File: src/rtl/slicer_pkg.sv
package slicer_pkg;
  // Relaxation divisors (log2) for the two tracking speeds.
  localparam int unsigned RELAX_FAST = 4;
  localparam int unsigned RELAX_SLOW = 8;
  // Span fractions (log2) for the two filter bandwidth settings.
  localparam int unsigned SPAN_NARROW = 2;
  localparam int unsigned SPAN_WIDE   = 3;

  typedef enum logic {
    TRACK_SLOW = 1'b0,
    TRACK_FAST = 1'b1
  } track_e;

  typedef enum logic {
    FILT_NARROW = 1'b0,
    FILT_WIDE   = 1'b1
  } filt_e;
endpackage

File: src/rtl/slicer_level.sv
module slicer_level #(
  parameter int W         = 8,
  parameter bit IS_POS    = 1'b1,
  parameter int SH_FAST   = 4,
  parameter int SH_SLOW   = 8
) (
  input  logic                clk,
  input  logic                rst,
  input  logic signed [W-1:0] din,
  input  logic signed [W:0]   mid,
  input  logic                stb,
  input  logic                fast,
  output logic signed [W-1:0] level
);
  logic                jump;
  logic signed [W:0]   gap;
  logic signed [W:0]   step;
  logic signed [W:0]   nxt;
  logic signed [W:0]   level_x;

  assign level_x = {level[W-1], level};
  assign step    = fast ? (gap >>> SH_FAST) : (gap >>> SH_SLOW);

  generate
    if (IS_POS) begin : g_pos
      always_comb begin
        jump = din > level;
        gap  = level_x - mid;
        nxt  = level_x - step;
      end
      // an excursion above the level is captured at once
      a_r2_pos_jump: assert property (@(posedge clk) disable iff (rst)
        (din > level) |=> (level == $past(din)));
      // relaxation moves down, never past the midpoint
      a_r4_pos_relax: assert property (@(posedge clk) disable iff (rst)
        (stb && !(din > level)) |=> ((level <= $past(level)) && (level >= $past(mid))));
    end else begin : g_neg
      always_comb begin
        jump = din < level;
        gap  = mid - level_x;
        nxt  = level_x + step;
      end
      // an excursion below the level is captured at once
      a_r3_neg_jump: assert property (@(posedge clk) disable iff (rst)
        (din < level) |=> (level == $past(din)));
      // relaxation moves up, never past the midpoint
      a_r4_neg_relax: assert property (@(posedge clk) disable iff (rst)
        (stb && !(din < level)) |=> ((level >= $past(level)) && (level <= $past(mid))));
    end
  endgenerate

  always_ff @(posedge clk) begin
    if (rst) begin
      level <= '0;
    end else if (jump) begin
      level <= din;
    end else if (stb) begin
      level <= nxt[W-1:0];
    end
  end

  // the relaxed value always fits the level register
  a_r4_fits: assert property (@(posedge clk) disable iff (rst)
    (stb && !jump) |-> (nxt[W] == nxt[W-1]));
  // without strobe or jump the level holds
  a_r4_idle: assert property (@(posedge clk) disable iff (rst)
    (!stb && !jump) |=> $stable(level));
endmodule

File: src/rtl/slicer_thresh.sv
module slicer_thresh #(
  parameter int W        = 8,
  parameter int SH_NARROW = 2,
  parameter int SH_WIDE   = 3
) (
  input  logic signed [W-1:0] pos,
  input  logic signed [W-1:0] neg,
  input  logic                prev_bit,
  input  logic                wide,
  output logic signed [W:0]   mid,
  output logic signed [W+1:0] thr
);
  localparam int XW = W + 2;

  logic signed [W:0]    sum;
  logic signed [W:0]    span;
  logic signed [W:0]    k;
  logic signed [XW-1:0] mid_x;
  logic signed [XW-1:0] k_x;

  always_comb begin
    sum   = {pos[W-1], pos} + {neg[W-1], neg};
    span  = {pos[W-1], pos} - {neg[W-1], neg};
    mid   = sum >>> 1;
    k     = wide ? (span >>> SH_WIDE) : (span >>> SH_NARROW);
    mid_x = {mid[W], mid};
    k_x   = {k[W], k};
    thr   = prev_bit ? (mid_x + k_x) : (mid_x - k_x);
  end
endmodule

File: src/rtl/slicer_decide.sv
module slicer_decide #(
  parameter int W = 8
) (
  input  logic                clk,
  input  logic                rst,
  input  logic signed [W-1:0] din,
  input  logic signed [W+1:0] thr,
  input  logic                stb,
  output logic                bit_o,
  output logic                vld_o
);
  logic signed [W+1:0] din_x;
  logic                above;

  assign din_x = {{2{din[W-1]}}, din};
  assign above = din_x > thr;

  always_ff @(posedge clk) begin
    if (rst) begin
      bit_o <= 1'b0;
      vld_o <= 1'b0;
    end else begin
      vld_o <= stb;
      if (stb) begin
        bit_o <= above;
      end
    end
  end

  // one valid pulse per strobe
  a_r7_pulse: assert property (@(posedge clk) disable iff (rst)
    stb |=> vld_o);
  // no strobe, no pulse, bit held
  a_r7_hold: assert property (@(posedge clk) disable iff (rst)
    !stb |=> (!vld_o && $stable(bit_o)));
  // a sample at or below the threshold never gives 1
  a_r6_strict: assert property (@(posedge clk) disable iff (rst)
    (stb && (din_x <= thr)) |=> !bit_o);
endmodule

File: src/rtl/isi_slicer.sv
module isi_slicer #(
  parameter int W = 8
) (
  input  logic                clk,
  input  logic                rst,
  input  logic signed [W-1:0] sample_i,
  input  logic                mid_stb_i,
  input  logic                acquire_i,
  input  logic                bt_sel_i,
  output logic                bit_o,
  output logic                bit_vld_o
);
  import slicer_pkg::*;

  logic signed [W-1:0] pos_lvl;
  logic signed [W-1:0] neg_lvl;
  logic signed [W:0]   mid;
  logic signed [W+1:0] thr;
  logic                fast;
  logic                wide;

  assign fast = (track_e'(acquire_i) == TRACK_FAST);
  assign wide = (filt_e'(bt_sel_i) == FILT_WIDE);

  slicer_level #(
    .W(W), .IS_POS(1'b1), .SH_FAST(RELAX_FAST), .SH_SLOW(RELAX_SLOW)
  ) u_pos (
    .clk(clk), .rst(rst), .din(sample_i), .mid(mid),
    .stb(mid_stb_i), .fast(fast), .level(pos_lvl)
  );

  slicer_level #(
    .W(W), .IS_POS(1'b0), .SH_FAST(RELAX_FAST), .SH_SLOW(RELAX_SLOW)
  ) u_neg (
    .clk(clk), .rst(rst), .din(sample_i), .mid(mid),
    .stb(mid_stb_i), .fast(fast), .level(neg_lvl)
  );

  // the previous decision is the registered output bit
  slicer_thresh #(
    .W(W), .SH_NARROW(SPAN_NARROW), .SH_WIDE(SPAN_WIDE)
  ) u_thr (
    .pos(pos_lvl), .neg(neg_lvl), .prev_bit(bit_o), .wide(wide),
    .mid(mid), .thr(thr)
  );

  slicer_decide #(.W(W)) u_dec (
    .clk(clk), .rst(rst), .din(sample_i), .thr(thr),
    .stb(mid_stb_i), .bit_o(bit_o), .vld_o(bit_vld_o)
  );

  // reset clears the outputs on the next edge
  a_r1_reset: assert property (@(posedge clk)
    rst |=> (!bit_o && !bit_vld_o));
  // the two levels never cross
  a_r4_order: assert property (@(posedge clk) disable iff (rst)
    pos_lvl >= neg_lvl);
endmodule

File: config.mk
export PLATFORM = sky130hd
export DESIGN_NAME = isi_slicer
export DESIGN_NICKNAME = d
export VERILOG_FILES = /design/src/rtl/slicer_pkg.sv /design/src/rtl/slicer_level.sv /design/src/rtl/slicer_thresh.sv /design/src/rtl/slicer_decide.sv /design/src/rtl/isi_slicer.sv
export SDC_FILE = /design/constraint.sdc
export NUM_CORES = 1
export LEC_CHECK = 0
export CAP_MARGIN = 15
export CORE_MARGIN = 1
export CORE_UTILIZATION = 64
export CTS_CLUSTER_SIZE = 20
export DETAILED_ROUTE_END_ITERATION = 8
export DONT_BUFFER_PORTS = 1
export GPL_ROUTABILITY_DRIVEN = 0
export GPL_TIMING_DRIVEN = 1
export PLACE_DENSITY = 0.8
export SKIP_CTS_REPAIR_TIMING = 1
export SYNTH_ARGS = -nofsm -noshare
export SYNTH_HDL_FRONTEND = slang
export SYNTH_SLANG_ARGS = --single-unit
File: constraint.sdc
create_clock -name clk -period 9.2 [get_ports clk]
set_input_delay 0.92 -clock clk [delete_from_list [all_inputs] [get_ports clk]]
set_output_delay 0.92 -clock clk [all_outputs]
set_load 0.1 [all_outputs]
==> results of run 1 <==
Yosys cell counts (3+ instances only):
library cell   n  area, um^2
nand3_1        5       25.02
dfxtp_1       18       360.4
mux2i_1       11       110.1
buf_2          3       15.01
ha_1          75       938.4
xor2_1        12       105.1
a2111o_1       3       33.78
a2111oi_0      5       43.79
o21a_1        10       75.07
and2_1         5       31.28
a311oi_1       3       26.28
inv_1         40       150.1
a22oi_1        3       22.52
nor3_1        10       50.05
nand4_1        4       25.02
xnor2_1       27       236.5
nand2_1       17       63.81
nor3b_1        3       22.52
o21ai_0       26       130.1
and3_1         3       18.77
a21oi_1       39       195.2
nor2b_1        9       56.30
a21o_1        16       120.1
a211oi_1      13       97.59
nand2b_1      10       62.56
a31oi_1        7       43.79
o211ai_1       4       30.03
o21bai_1       5       37.54
nor2_1        46       172.7
fa_1           4       80.08
o31ai_1        3       22.52
clkbuf_1      11       41.29
through the flow:
step | cells | util [%] | area, um^2 | hold slack [ns]
after CTS | 550 | 69.51 | 3921 | 0.5322
final | 550 | 69.51 | 3921 | 0.5344
after detailed placement | 546 | 68.53 | 3866 | 0.5240
after global placement | 546 | 68.53 | 3866 | 0.5153
after global routing | 550 | 69.51 | 3921 | 0.5706
after floorplan | 488 | - | 3832 | 0.5554
cell type report:
type	instances	area, um^2	share of cell area, %
sequential	18	360.3	9.190
inverter	41	153.9	3.925
multi-input combinational	413	3247	82.80
tap	72	90.09	2.297
timing repair buffer	2	15.01	0.3829
clock buffer	4	55.05	1.404
per-layer routing:
metal / vias up / global-route usage (%) / wire length, um
li1: 1774 / - / -
met1: 1648 / 42.24 / 4555
met2: 79 / 58.02 / 4521
met3: 20 / 3.086 / 476
met4: 0 / 8.545 / 217
met5: - / 0 / 0
sequential cells by signal (all words and copies together), names as in the netlist:
name	cells
u_neg.level	8
u_dec.vld_o	1
u_dec.bit_o	1
u_pos.level	8
final timing paths:
path,from,to,cells past startpoint
min reg2reg,u_dec.bit_o$_SDFFE_PP0P_,u_dec.bit_o$_SDFFE_PP0P_,2
max reg2reg,u_neg.level[1]$_SDFFE_PP0P_,u_pos.level[6]$_SDFFE_PP0P_,26
max,u_neg.level[1]$_SDFFE_PP0P_,u_pos.level[6]$_SDFFE_PP0P_,26
min,u_dec.bit_o$_SDFFE_PP0P_,u_dec.bit_o$_SDFFE_PP0P_,2
worst min-delay path, cell delays in order (launching register included):
cell and delay (ns):
dfxtp_1 0.32, mux2i_1 0.12, a211oi_1 0.05
cell families after synthesis:
| family | Yosys count | synth area share, % |
|---|---|---|
| DFF | 18 | 9.403 |
| AOI/OAI and AO/OA | 159 | 29.77 |
| xor gates and xnor gates | 39 | 8.913 |
| muxes | 12 | 3.167 |
| buffers and inverters | 57 | 5.876 |
| and+or+nand+nor | 124 | 16.29 |
| adders and majority gates | 79 | 26.58 |
==> impl_metrics.py, run 1 <==
metrics = {
    "worst_setup_path": {
        "required_ns": 9.40,
        "arrival_ns": 6.04,
        "critPathSlowestCell": "dfxtp_1",
        "r2r_slack_ns": 3.36,
        "end_kind": "register",
        "max_stage_delay_ns": 0.50,
        "cp_num_buf_inv": 3,
        "crit_top_cell": "a21oi_1",
        "startpoint_type": "register",
        "critical_path_class": "reg -> reg",
        "crit_fanout": 6,
        "crit_family": "compound AO/OA/AOI/OAI gates",
    },
    "clock_network": {
        "clock_tree.root_cell": "clkbuf_8",
        "clkTransAtPathRegs_ns": 0.09,
        "cts_made_buffers": 3,
        "cts.sinks": 18,
        "cts_tree": "yes",
        "clock_latency_ns": 0.27,
        "clock_path_buffers": 2,
        "ctsHtreeMaxLevel": 1,
    },
    "grt": {
        "grt_max_degree": 22,
        "grt_usage_pct": 32.79,
        "overflow": 0,
        "grt_pass1_wl_um": 16290,
        "grt_antenna_before_repair": 0,
        "grt_pass1_vias": 3437,
    },
    "final_layout": {
        "fill_cells": 497,
        "area_growth_pct": 2.318,
        "layout_commonest_cell": "ha_1",
        "layout.nets": 571,
        "num_antenna_cells": 0,
        "final_cell_mix": "ha_1 (75), nor2_1 (46), inv_1 (40), a21oi_1 (39), xnor2_1 (27)",
        "drive_above_1_share_pct": 4.812,
    },
    "route": {
        "num_vias": 3521,
        "drtPass1Iterations": 5,
        "post_drt_wl_per_cell_um": 17.77,
        "drtIter0Drc": 194,
        "drc": 0,
        "wirelength_um": 9771,
        "antenna_left": 0,
        "viasPerCell": 6.402,
    },
    "die": {
        "io_pins": 15,
        "die_area_mm2": 0.006302,
        "initial_core_util_pct": 67.93,
        "die_w_um": 79.39,
        "rows": 27,
        "fp.coreArea_mm2": 0.005642,
        "fp.dieH_um": 79.39,
    },
    "timing": {
        "final.min_clock_period_ns": 5.839,
        "hold_viol_final": 0,
        "skew_ns": 0.01741,
        "finalSetupViolCount": 0,
        "worstMarginPinSlew_ns": 0.9366,
        "relSlewSlack_pct": 37.48,
        "fmax_mhz": 171.3,
        "rsz0062_at_grt": "false",
        "setup_ws_ns": 3.361,
        "setup_tns_ns": 0,
        "post-route-period-util_pct": 63.47,
        "maxSlewViolCount": 0,
    },
    "synth": {
        "synth.ff_latch_count": 18,
        "synthArstFlopShare_pct": 0,
        "synth-edff-count": 0,
        "syn-instance-count": 488,
        "synth_cell_type_count": 62,
        "synth_fp_nets": 580,
        "synthesis.area_mm2": 0.003832,
        "avgSynthCellArea_um2": 7.853,
        "ys_seq_area_share_pct": 9.403,
        "ys.flop_type": "dfxtp_1",
        "yosys_warnings": 0,
    },
    "min_path": {
        "min-delay-path-class": "reg -> reg",
    },
    "placed_design": {
        "hpwl_um": 7849,
        "port_buffers": 0,
        "pre_cts_slack_ns": 3.471,
    },
    "status": {
        "status": "completed",
    },
    "job": {
        "drv_cap": 0,
    },
}
Power of run 1 is not shown: default switching activity piles up to over one toggle a cycle in this logic, so the estimate is an artifact.
==> run 2, diff against run 1 <==
--- a/config.mk
+++ b/config.mk
@@ -7,13 +7,13 @@
 export LEC_CHECK = 0
 export CAP_MARGIN = 15
 export CORE_MARGIN = 1
-export CORE_UTILIZATION = 64
+export CORE_UTILIZATION = 60
 export CTS_CLUSTER_SIZE = 20
 export DETAILED_ROUTE_END_ITERATION = 8
 export DONT_BUFFER_PORTS = 1
 export GPL_ROUTABILITY_DRIVEN = 0
 export GPL_TIMING_DRIVEN = 1
-export PLACE_DENSITY = 0.8
+export PLACE_DENSITY = 0.79
 export SKIP_CTS_REPAIR_TIMING = 1
 export SYNTH_ARGS = -nofsm -noshare
 export SYNTH_HDL_FRONTEND = slang
==> constraint.sdc (replaced) <==
create_clock -name clk -period 5.2 [get_ports clk]
set_input_delay 0.52 -clock clk [delete_from_list [all_inputs] [get_ports clk]]
set_output_delay 0.52 -clock clk [all_outputs]
set_load 0.1 [all_outputs]
==> run 2 against run 1 <==
  * First-iteration DRC count unchanged
  * Worst hold slack got worse by 0.23 ns
  * Sequential share of layout area decreased by 0.83 points
  * Via count is 11% higher
  * Critical path depth is 7 lower
  * Clock skew down 0.014 ns
  * Die area up 6.5%
  * Critical endpoint is now u_dec.bit_o$_SDFFE_PP0P_
  * Core utilization is 2.3 points higher
  * Routed wire length increased by 14%
==> impl_metrics.py, run 2 (synthesized netlist as in run 1, its figures left out) <==
metrics = {
    "clock_network": {
        "cts.sinks": 18,
        "clock_tree.root_cell": "clkbuf_8",
        "clkTransAtPathRegs_ns": 0.08,
        "cts_made_buffers": 3,
        "clock_path_buffers": 2,
        "clock_latency_ns": 0.27,
        "ctsHtreeMaxLevel": 1,
        "cts_tree": "yes",
    },
    "route": {
        "num_vias": 3897,
        "viasPerCell": 6.605,
        "drtIter0Drc": 194,
        "drtPass1Iterations": 5,
        "wirelength_um": 11130,
        "drc": 0,
        "post_drt_wl_per_cell_um": 18.86,
        "antenna_left": 0,
    },
    "die": {
        "initial_core_util_pct": 63.60,
        "die_area_mm2": 0.006711,
        "io_pins": 15,
        "die_w_um": 81.92,
        "rows": 28,
        "fp.dieH_um": 81.92,
        "fp.coreArea_mm2": 0.006026,
    },
    "grt": {
        "overflow": 0,
        "grt_pass1_wl_um": 17480,
        "grt_antenna_before_repair": 0,
        "grt_max_degree": 22,
        "grt_usage_pct": 34.21,
        "grt_pass1_vias": 3818,
    },
    "timing": {
        "worstMarginPinSlew_ns": 0.9365,
        "finalSetupViolCount": 0,
        "fmax_mhz": 199.8,
        "post-route-period-util_pct": 96.24,
        "hold_viol_final": 0,
        "skew_ns": 0.003205,
        "maxSlewViolCount": 0,
        "relSlewSlack_pct": 37.48,
        "final.min_clock_period_ns": 5.005,
    },
    "final_layout": {
        "final_cell_mix": "ha_1 (72), nor2_1 (45), buf_4 (39), inv_1 (38), a21oi_1 (35)",
        "num_antenna_cells": 0,
        "layout_commonest_cell": "ha_1",
        "largestRegisters": "u_neg.level: 8 flops, u_pos.level: 8 flops",
        "drive_above_1_share_pct": 15.73,
        "final_core_util_pct": 71.82,
        "layout.nets": 608,
        "area_growth_pct": 12.93,
    },
    "placed_design": {
        "port_buffers": 0,
        "hpwl_um": 8596,
    },
    "worst_setup_path": {
        "r2r_slack_ns": 0.20,
        "r2r-end": "u_dec.bit_o$_SDFFE_PP0P_",
        "crit_path_end": "u_dec.bit_o$_SDFFE_PP0P_",
        "critPathSlowestCell": "dfxtp_1",
        "startpoint_type": "register",
        "required_ns": 5.35,
        "crit_top_cell": "ha_1",
        "reg2reg_depth": 19,
        "crit_fanout": 6,
        "r2r-start": "u_neg.level[4]$_SDFFE_PP0P_",
        "path_cells": "inv_1 -> ha_1 -> and2_4 -> a221o_2 -> a311o_2 -> a211o_1 -> nor3_1 -> o21ai_0 -> a21oi_1 -> ha_1 -> nor2b_1 -> o21a_1 -> o41ai_2 -> xnor2_1 -> xnor2_1 -> ha_1 -> nand2_1 -> a2111oi_2 -> a211oi_1",
        "max_stage_delay_ns": 0.43,
        "critical_path_class": "reg -> reg",
        "critPathLaunch": "u_neg.level[4]$_SDFFE_PP0P_",
        "end_kind": "register",
        "arrival_ns": 5.15,
    },
    "status": {
        "status": "completed",
    },
    "min_path": {
        "min-delay-path-class": "in -> reg",
    },
    "job": {
        "drv_cap": 0,
    },
}
## run 2: metrics by stage
stage               instance area (um^2)  setup TNS, ns  hold slack (ns)  instances  worst slack [ns]
floorplan                           3832              0           0.5554        488           0.05089
global placement                    4110              0           0.5956        581            0.1327
detailed placement                  4110       -0.01861           0.5968        581          -0.01861
CTS                                 4165        -0.1003           0.3081        585          -0.05599
global route                        4328        -0.2082           0.3040        590          -0.09722
finish                              4328              0           0.3081        590            0.1954
## run 2: how the worst min path moves through the flow
stage                                            from                     endpoint  depth (start not counted)
final                                             rst  u_neg.level[6]$_SDFFE_PP0P_                          1
after global routing                              rst  u_neg.level[6]$_SDFFE_PP0P_                          1
after CTS                                         rst  u_neg.level[3]$_SDFFE_PP0P_                          1
after detailed placement                          rst  u_neg.level[3]$_SDFFE_PP0P_                          1
after global placement                            rst  u_neg.level[3]$_SDFFE_PP0P_                          1
after floorplan           u_neg.level[5]$_SDFFE_PP0P_  u_neg.level[5]$_SDFFE_PP0P_                          2
## run 2: final cells by class
class	instances	area [um^2]
clock buffer	4	55.05
tap	75	93.84
timing repair buffer	39	292.8
inverter	41	153.9
multi-input combinational	413	3371
fill	478	1698
sequential	18	361.6
## run 2: per-layer routing
| layer | global-route usage, % | routed length [um] | up-vias |
|---|---|---|---|
| li1 | - | - | 1854 |
| met1 | 39.88 | 4673 | 1863 |
| met2 | 59.92 | 5293 | 133 |
| met3 | 6.444 | 651 | 47 |
| met4 | 15.61 | 510 | 0 |
| met5 | 0 | 0 | - |
## run 2: worst max-delay path, delay by kind of cell (launching register included)
kind,cells,cell delay [ns]
buf+inv,1,0.12
simple gates,4,0.64
flops,1,0.43
compound gates,9,2.43
fa+ha+maj,3,0.95
xor+xnor,2,0.29
Power of run 2 is left out for the same reason.
